## src/rtl/itimer_pkg.sv

```systemverilog
package itimer_pkg;

    localparam int unsigned BUS_W  = 32;
    localparam int unsigned HALF_W = 16;
    localparam int unsigned CNT_W  = 2 * HALF_W;
    localparam int unsigned ADDR_W = 4;

    // word index taken from bus_addr[3:2]
    typedef enum logic [1:0] {
        W_STATUS = 2'd0,
        W_CTRL   = 2'd1,
        W_PER_LO = 2'd2,
        W_PER_HI = 2'd3
    } word_e;

    localparam int unsigned B_TMO   = 0;
    localparam int unsigned B_RUN   = 1;
    localparam int unsigned B_IEN   = 0;
    localparam int unsigned B_CONT  = 1;
    localparam int unsigned B_START = 2;
    localparam int unsigned B_STOP  = 3;

    typedef struct packed {
        logic ien;
        logic cont;
    } ctrl_t;

    typedef struct packed {
        logic start;
        logic stop;
    } cmd_t;

    function automatic word_e word_of(input logic [ADDR_W-1:0] a);
        return word_e'(a[3:2]);
    endfunction

endpackage

```

## src/rtl/itimer_counter.sv

```systemverilog
module itimer_counter
    import itimer_pkg::*;
#(
    parameter int unsigned W = CNT_W
) (
    input  logic         clk,
    input  logic         rst,
    input  cmd_t         cmd,
    input  logic         cont,
    input  logic [W-1:0] period,
    output logic         running,
    output logic         expire
);

    logic [W-1:0] count_q;
    logic         at_end;

    // an interval of 0 is treated as 1
    assign at_end = (count_q <= W'(1));
    assign expire = running && !cmd.stop && !cmd.start && at_end;

    always_ff @(posedge clk) begin
        if (rst) begin
            count_q <= '0;
            running <= 1'b0;
        end else if (cmd.stop) begin
            running <= 1'b0;
        end else if (cmd.start) begin
            count_q <= period;
            running <= 1'b1;
        end else if (running) begin
            if (at_end) begin
                if (cont) begin
                    count_q <= period;
                end else begin
                    count_q <= '0;
                    running <= 1'b0;
                end
            end else begin
                count_q <= count_q - W'(1);
            end
        end
    end

endmodule

```

## src/rtl/itimer_regs.sv

```systemverilog
module itimer_regs
    import itimer_pkg::*;
(
    input  logic              clk,
    input  logic              rst,
    input  logic              bus_sel,
    input  logic              bus_wr,
    input  logic [ADDR_W-1:0] bus_addr,
    input  logic [BUS_W-1:0]  wr_data,
    input  logic              running,
    input  logic              expire,
    output logic [BUS_W-1:0]  rd_data,
    output cmd_t              cmd,
    output ctrl_t             ctrl,
    output logic [CNT_W-1:0]  period,
    output logic              timeout
);

    logic [HALF_W-1:0] per_lo_q, per_hi_q;
    logic              wr_en, rd_en;
    word_e             word;
    logic [BUS_W-1:0]  rd_mux;

    assign word  = word_of(bus_addr);
    assign wr_en = bus_sel && bus_wr;
    assign rd_en = bus_sel && !bus_wr;

    assign cmd.start = wr_en && (word == W_CTRL) && wr_data[B_START];
    assign cmd.stop  = wr_en && (word == W_CTRL) && wr_data[B_STOP];
    assign period    = {per_hi_q, per_lo_q};

    always_ff @(posedge clk) begin
        if (rst) begin
            per_lo_q <= '0;
            per_hi_q <= '0;
            ctrl     <= '0;
            timeout  <= 1'b0;
        end else begin
            if (wr_en) begin
                unique case (word)
                    W_CTRL: begin
                        ctrl.ien  <= wr_data[B_IEN];
                        ctrl.cont <= wr_data[B_CONT];
                    end
                    W_PER_LO: per_lo_q <= wr_data[HALF_W-1:0];
                    W_PER_HI: per_hi_q <= wr_data[HALF_W-1:0];
                    default: ;
                endcase
            end
            // a new expiry outranks the acknowledge
            if (expire)
                timeout <= 1'b1;
            else if (wr_en && word == W_STATUS)
                timeout <= 1'b0;
        end
    end

    always_comb begin
        rd_mux = '0;
        unique case (word)
            W_STATUS: begin
                rd_mux[B_TMO] = timeout;
                rd_mux[B_RUN] = running;
            end
            W_CTRL: begin
                rd_mux[B_IEN]  = ctrl.ien;
                rd_mux[B_CONT] = ctrl.cont;
            end
            W_PER_LO: rd_mux[HALF_W-1:0] = per_lo_q;
            W_PER_HI: rd_mux[HALF_W-1:0] = per_hi_q;
            default: ;
        endcase
    end

    always_ff @(posedge clk) begin
        if (rst)
            rd_data <= '0;
        else if (rd_en)
            rd_data <= rd_mux;
    end

endmodule

```

## src/rtl/interval_timer.sv

```systemverilog
module interval_timer
    import itimer_pkg::*;
(
    input  logic              clk,
    input  logic              rst,
    input  logic              bus_sel,
    input  logic              bus_wr,
    input  logic [ADDR_W-1:0] bus_addr,
    input  logic [BUS_W-1:0]  wr_data,
    output logic [BUS_W-1:0]  rd_data,
    output logic              irq
);

    cmd_t             cmd;
    ctrl_t            ctrl;
    logic [CNT_W-1:0] period;
    logic             running;
    logic             expire;
    logic             timeout;

    itimer_regs u_regs (
        .clk      (clk),
        .rst      (rst),
        .bus_sel  (bus_sel),
        .bus_wr   (bus_wr),
        .bus_addr (bus_addr),
        .wr_data  (wr_data),
        .running  (running),
        .expire   (expire),
        .rd_data  (rd_data),
        .cmd      (cmd),
        .ctrl     (ctrl),
        .period   (period),
        .timeout  (timeout)
    );

    itimer_counter #(.W(CNT_W)) u_cnt (
        .clk     (clk),
        .rst     (rst),
        .cmd     (cmd),
        .cont    (ctrl.cont),
        .period  (period),
        .running (running),
        .expire  (expire)
    );

    assign irq = timeout && ctrl.ien;

endmodule

```

## config.mk

```make
export PLATFORM = sky130hd
export DESIGN_NAME = interval_timer
export DESIGN_NICKNAME = d
export VERILOG_FILES = /design/src/rtl/itimer_pkg.sv /design/src/rtl/itimer_counter.sv /design/src/rtl/itimer_regs.sv /design/src/rtl/interval_timer.sv
export SDC_FILE = /design/constraint.sdc
export NUM_CORES = 1
export LEC_CHECK = 0
export CORE_UTILIZATION = 34
export CTS_CLUSTER_DIAMETER = 50
export CTS_CLUSTER_SIZE = 40
export DETAILED_ROUTE_END_ITERATION = 12
export PLACE_DENSITY = 0.56
export SLEW_MARGIN = 15
export SYNTH_ARGS = -nofsm -noshare
export SYNTH_HDL_FRONTEND = slang
export SYNTH_SLANG_ARGS = --single-unit
export TNS_END_PERCENT = 50
```

## constraint.sdc

```tcl
create_clock -name clk -period 6.75 [get_ports clk]
set_input_delay 1.35 -clock clk [delete_from_list [all_inputs] [get_ports clk]]
set_output_delay 1.35 -clock clk [all_outputs]
set_load 0.02 [all_outputs]
```

==> metrics.cfg, run 1 <==
[synthesis]
yosysTopAreaCell = dfxtp_1
yosys-top-cells-area = dfxtp_1 39%, nand2_1 7.2%, a21oi_1 5.2%
synth_top_area_share_pct = 39.4
yosysMostFrequentCell = dfxtp_1
synth_ff_type = dfxtp_1
synth_area_sq_mm = 0.00426
ys_ff_latch = 84
synth.avg_cell_area_sq_um = 8.29
synthTopCellsByCount = 84 x dfxtp_1, 82 x nand2_1, 44 x a21oi_1, 42 x nor2_1, 21 x clkbuf_1
synth.distinct_cells = 60
synth_seq_area_share_pct = 39.4
async_flop_share_pct = 0
synth_edf_count = 0
ys_warn_count = 0
syn_inst = 514

[worst_hold_path]
min_path_cells = 2
holdPathEnd = u_regs.per_hi_q[8]
hp-class = reg -> reg
worstHoldStart = u_regs.per_hi_q[8]

[clocking]
cts_hold_buffers = 0
htreeDepth = 3
numCtsBuffers = 9
clockBufferDepth = 2
post_cts_buffers = 0
cts_tree = built
cts.sinks = 84
clock_latency_ns = 0.35
clock-root-buffer = clkbuf_16
cts_resized = 0
clkSlewWorstSetupHoldPaths_ns = 0.07

[setup_path]
crit_fanout = 21
r2r_end = u_cnt.count_q[25]
ff2ff_setup_slack_ns = 3.76
endpoint_kind = flop
worstSetupPathType = in -> reg
r2r_start = u_cnt.count_q[14]
cp.arrival_ns = 5.04
reg2regPathDepth = 7
start_kind = primary input
worst_ep_required_time_ns = 7.04

[timing]
fmax_ghz = 0.211
hold_viol_final = 0
hold_ws_ns = 0.470
finClkSkew_ns = 0.00703
setup_violations = 0
finalMaxSlewViolations = 0
period_share_pct = 70.4
tightest_slew_ns = 0.932
min_period_ns = 4.75
slew_headroom_pct = 37.7
fin_setup_tns_ns = 0
rsz0062_at_grt = false

[global_route]
grt_overflow = 0
grt_max_degree = 64
track_usage_pct = 20.1
grt_pass1_wl_um = 20100
antenna_found_initial = 0
grt_pass1_vias = 3644

[power_and_ir_drop]
swShare_pct = 23.0
seqPwrFrac_pct = 43.3
peakVddDrop_uv = 119
p_leak_uw = 0.00197
power.total_uw = 1170
p_sw_uw = 268
intPower_uw = 900
p_comb_share_pct = 6.8
pwr-share-clk_pct = 49.9
p_per_area_mw_per_mm2 = 232

[job]
cap_violations = 0

[placement]
dp_hpwl_um = 8850
port_buffers = 38
gp_congestion = 0.855

[drt]
route.detailed.drc = 0
viasPerCell = 5.49
vias = 3874
wl_per_cell_um = 17.8
wl_um = 12600
drt-initial-drc-count = 231
ant_nets = 0
first_pass_iters = 5

[floorplan]
initial_core_util_pct = 35.2
ios = 73
coreArea_sq_mm = 0.0121
dieWidth_um = 114
die_h_um = 114
die-area_sq_mm = 0.0130
rows = 40

[final_layout]
areaGrowthSynthToFinish_pct = 17.9
fin_util_pct = 41.5
antenna_cells = 0
fin_nets = 575
drive_above_1_share_pct = 9.67

[outcome]
outcome = completed

[flip-flops by register name, summed over array words and instances, names as in the netlist]
name	flops
u_regs.rd_data	16
u_cnt.count_q	32
u_regs.per_lo_q	16
u_cnt.running	1
u_regs.ctrl	2
u_regs.timeout	1
u_regs.per_hi_q	16
[metal layers]
layer	GRT usage (%)	vias up	share of wire, %
met3	3.03	18	4.8
met5	0	-	0
met1	27.7	1853	48
met2	31.7	107	45
met4	7.62	0	1.9
li1	-	1896	-
[power groups by stage]
stage               Clock (uW)  Combinational [uW]  Sequential [uW]
floorplan                    0                57.2              515
global placement             0                77.6              517
detailed placement           0                78.7              517
CTS                        587                79.1              506
global route               608                86.2              506
finish                     583                79.5              506
[cell usage in the layout (no fill, tap or decap), types with 5 or more instances in the layout]
master / count
clkbuf_16: 9
conb_1: 16
nand2_1: 82
clkdlybuf4s50_1: 37
a21oi_1: 44
dfxtp_1: 84
a211o_1: 9
mux2_2: 14
o2bb2ai_1: 8
buf_4: 5
o21a_1: 5
nor3_1: 19
a22oi_1: 18
nor4_1: 15
o21ai_0: 8
or3_1: 8
nand3_1: 8
a221o_1: 8
o21ai_1: 5
and3_1: 7
o31ai_1: 8
nor2_1: 41
inv_1: 7
[cell type report]
cell class / instances / area [sq um]
Clock buffer: 10 / 239
Clock inverter: 6 / 111
Fill cell: 1265 / 7080
Inverter: 7 / 26.3
Multi-Input combinational cell: 388 / 2350
Sequential cell: 84 / 1680
Tap cell: 168 / 210
Timing Repair Buffer: 43 / 413
[critical path, cell delays in order]
cell and delay, ns:
clkdlybuf4s50_1 1.08, and4b_1 0.48, and2_1 0.17, buf_4 0.23
o21ai_1 0.09, buf_4 0.19, nor2_1 0.38, and2_1 0.57
buf_4 0.32, a221o_1 0.17
[cells by family after synthesis]
group,after synthesis,share of synthesized area (%)
muxes,18,5.22
buffers and inverters,57,6.90
AOI/OAI and AO/OA,137,22.7
and+or+nand+nor,215,25.1
other,1,0.0880
adders and majority gates,2,0.587
DFF,84,39.4
[stage by stage]
step                      area [sq um]  cells  setup WS, ns
after global routing              5030    706          1.80
after detailed placement          4670    690          1.63
after floorplan                   4320    529          3.36
final                             5030    706          2.00
after global placement            4670    689          1.68
after CTS                         5020    706          1.99
[how the worst max path moves through the flow]
stage | depth (start not counted) | from | slack (ns) | endpoint
2_1_floorplan | 11 | bus_addr[3] | 3.36 | u_cnt.count_q[25]
3_3_place_gp | 10 | bus_addr[2] | 1.68 | u_cnt.count_q[22]
3_5_place_dp | 10 | bus_addr[2] | 1.63 | u_cnt.count_q[14]
4_1_cts | 10 | bus_addr[2] | 1.99 | u_cnt.count_q[21]
5_1_grt | 10 | bus_addr[2] | 1.80 | u_cnt.count_q[21]
6_report | 10 | bus_addr[2] | 2.00 | u_cnt.count_q[25]
No activity file was read; power rests on OpenSTA's default activity.
==> run 2: changes to the inputs <==
- clock period: 6.75 -> 4.8 ns (I/O delays scaled with it)
==> run 2 against run 1 <==
Compared with the run above:
- routed wire length barely moved
- clock power rose by 39%
- global-route usage is 0.059 points lower
- cell area increased by 0.60%
- total power grew 40%
- largest power group unchanged
==> metrics.cfg, run 2 (synthesis gave the netlist of run 1 again) <==
[power_and_ir_drop]
peakVddDrop_uv = 172  ; was 119 uV
p_per_area_mw_per_mm2 = 324  ; was 232 mW/mm^2
p_leak_uw = 0.00200  ; was 0.00197 uW

[outcome]
outcome = completed  ; unchanged

[floorplan]
rows = 40  ; unchanged
ios = 73  ; unchanged
die_h_um = 114  ; unchanged
coreArea_sq_mm = 0.0121  ; unchanged
initial_core_util_pct = 35.2  ; unchanged
dieWidth_um = 114  ; unchanged
die-area_sq_mm = 0.0130  ; unchanged

[setup_path]
crit_fanout = 20  ; was 21
endpoint_kind = flop  ; unchanged
max_stage_delay_ns = 0.70  ; was 1.08 ns
slowest_stage = and2_1  ; was clkdlybuf4s50_1
critPathLaunch = bus_addr[3]  ; was bus_addr[2]
cp_cell_sequence = clkdlybuf4s50_1, and4b_1, and2_1, o21ai_1, nor2_1, buf_4, and2_1, buf_4, o2bb2ai_1  ; was clkdlybuf4s50_1, and4b_1, and2_1, buf_4, o21ai_1, buf_4, nor2_1, and2_1, buf_4, a221o_1
worst_ep_required_time_ns = 5.07  ; was 7.04 ns
worstSetupPathType = in -> reg  ; unchanged
start_kind = primary input  ; unchanged
timing.critical_path.buf_inv = 3  ; was 4
cp.arrival_ns = 3.74  ; was 5.04 ns
r2r_start = u_cnt.count_q[14]  ; unchanged
crit_family = simple AND/OR/NAND/NOR gates  ; was buffers and inverters

[timing]
slew_headroom_pct = 42.5  ; was 37.7%
fin_setup_tns_ns = 0  ; unchanged
finClkSkew_ns = 0.00688  ; was 0.00703 ns
hold_viol_final = 0  ; unchanged
tightest_slew_ns = 0.859  ; was 0.932 ns
setup_violations = 0  ; unchanged
fmax_ghz = 0.289
period_share_pct = 72.1
rsz0062_at_grt = false  ; unchanged
min_period_ns = 3.46
finalMaxSlewViolations = 0  ; unchanged

[clocking]
clkSlewWorstSetupHoldPaths_ns = 0.07  ; about the same
cts.sinks = 84  ; unchanged
numCtsBuffers = 9  ; unchanged
cts_hold_buffers = 0  ; unchanged
clockBufferDepth = 2  ; unchanged
clock_latency_ns = 0.34  ; was 0.35 ns
cts_resized = 0  ; unchanged
post_cts_buffers = 0  ; unchanged
cts_tree = built  ; unchanged
clock-root-buffer = clkbuf_16  ; unchanged
htreeDepth = 3  ; unchanged

[final_layout]
final_cell_mix = 84 x dfxtp_1, 82 x nand2_1, 44 x a21oi_1  ; unchanged
drive_above_1_share_pct = 10.3  ; was 9.67%
areaGrowthSynthToFinish_pct = 18.6  ; was 17.9%
fin_nets = 580  ; was 575
largest_reg_flops = 32  ; unchanged
final_common_cell = dfxtp_1  ; unchanged
largest-register = u_cnt.count_q  ; unchanged
antenna_cells = 0  ; unchanged
design_area_sq_mm = 0.00506  ; was 0.00503 sq mm

[global_route]
grt_overflow = 0  ; unchanged
track_usage_pct = 20.0  ; was 20.1%
antenna_found_initial = 0  ; unchanged
grt_pass1_wl_um = 20000  ; was 20100 um
grt_max_degree = 64  ; unchanged
grt_pass1_vias = 3725  ; was 3644

[drt]
drt-initial-drc-count = 268  ; was 231
wl_um = 12600  ; about the same
viasPerCell = 5.48  ; was 5.49
vias = 3897  ; was 3874
route.detailed.drc = 0  ; unchanged
ant_nets = 0  ; unchanged
first_pass_iters = 4  ; was 5
wl_per_cell_um = 17.7  ; was 17.8 um

[placement]
dpl-instance-area_sq_mm = 0.00471  ; was 0.00467 sq mm
dp_hpwl_um = 8980  ; was 8850 um
port_buffers = 38  ; unchanged
gp_congestion = 0.885  ; was 0.855

[worst_hold_path]
hp-class = reg -> reg  ; unchanged
worstHoldStart = u_regs.ctrl[1]  ; was u_regs.per_hi_q[8]

[job]
cap_violations = 0  ; unchanged

-- run 2: cell count changes in the layout (fill, tap and decap cells not counted) --
cell and change:
clkinv_4 -1, clkbuf_8 -1, nor2_1 +1, buf_4 +5
nor2_2 -1, inv_6 +2
-- run 2: path summary, 6_finish.rpt --
check                           end  slack [ns]  cells after the start
setup / recovery  u_cnt.count_q[30]        1.34                      9
hold / removal       u_regs.ctrl[1]        0.47                      2
setup reg to reg  u_cnt.count_q[30]        1.54                      7
hold reg to reg      u_regs.ctrl[1]        0.47                      2
-- run 2: area by class of cell --
| class | count | area, sq um |
|---|---|---|
| inverter | 7 | 26.3 |
| timing repair buffer | 48 | 450 |
| clock buffer | 9 | 225 |
| multi-input combinational | 388 | 2340 |
| fill | 1261 | 7050 |
| clock inverter | 7 | 120 |
| tap | 168 | 210 |
| sequential | 84 | 1680 |
-- run 2: worst min-delay path, cell delays in order, from the launching register on --
cell and delay, ns:
dfxtp_1 0.32, nand2_1 0.06, a21oi_1 0.05
-- run 2: metrics by stage --
| stage | util [%] | hold WS [ns] | power [uW] | cells | worst slack [ns] |
|---|---|---|---|---|---|
| detailed placement | 38.9 | 0.462 | 839 | 695 | 0.989 |
| CTS | 41.8 | 0.473 | 1650 | 711 | 1.35 |
| floorplan | - | 0.442 | 805 | 529 | 1.80 |
| global placement | 38.9 | 0.454 | 838 | 695 | 0.996 |
| finish | 41.8 | 0.472 | 1640 | 711 | 1.34 |
| global route | 41.8 | 0.505 | 1690 | 711 | 1.14 |
-- run 2: power breakdown --
part           leakage [uW]  internal [uW]  switching, uW
clock network      0.000166            511            301
registers          0.000678            704           7.65
logic               0.00115           39.5           73.2
total               0.00200           1250            382
-- run 2: layer usage --
layer	share of wire [%]	global-route usage, %
met3	6.3	4.09
met2	44	31.5
met4	2.0	7.53
met1	47	27.0
met5	0	0
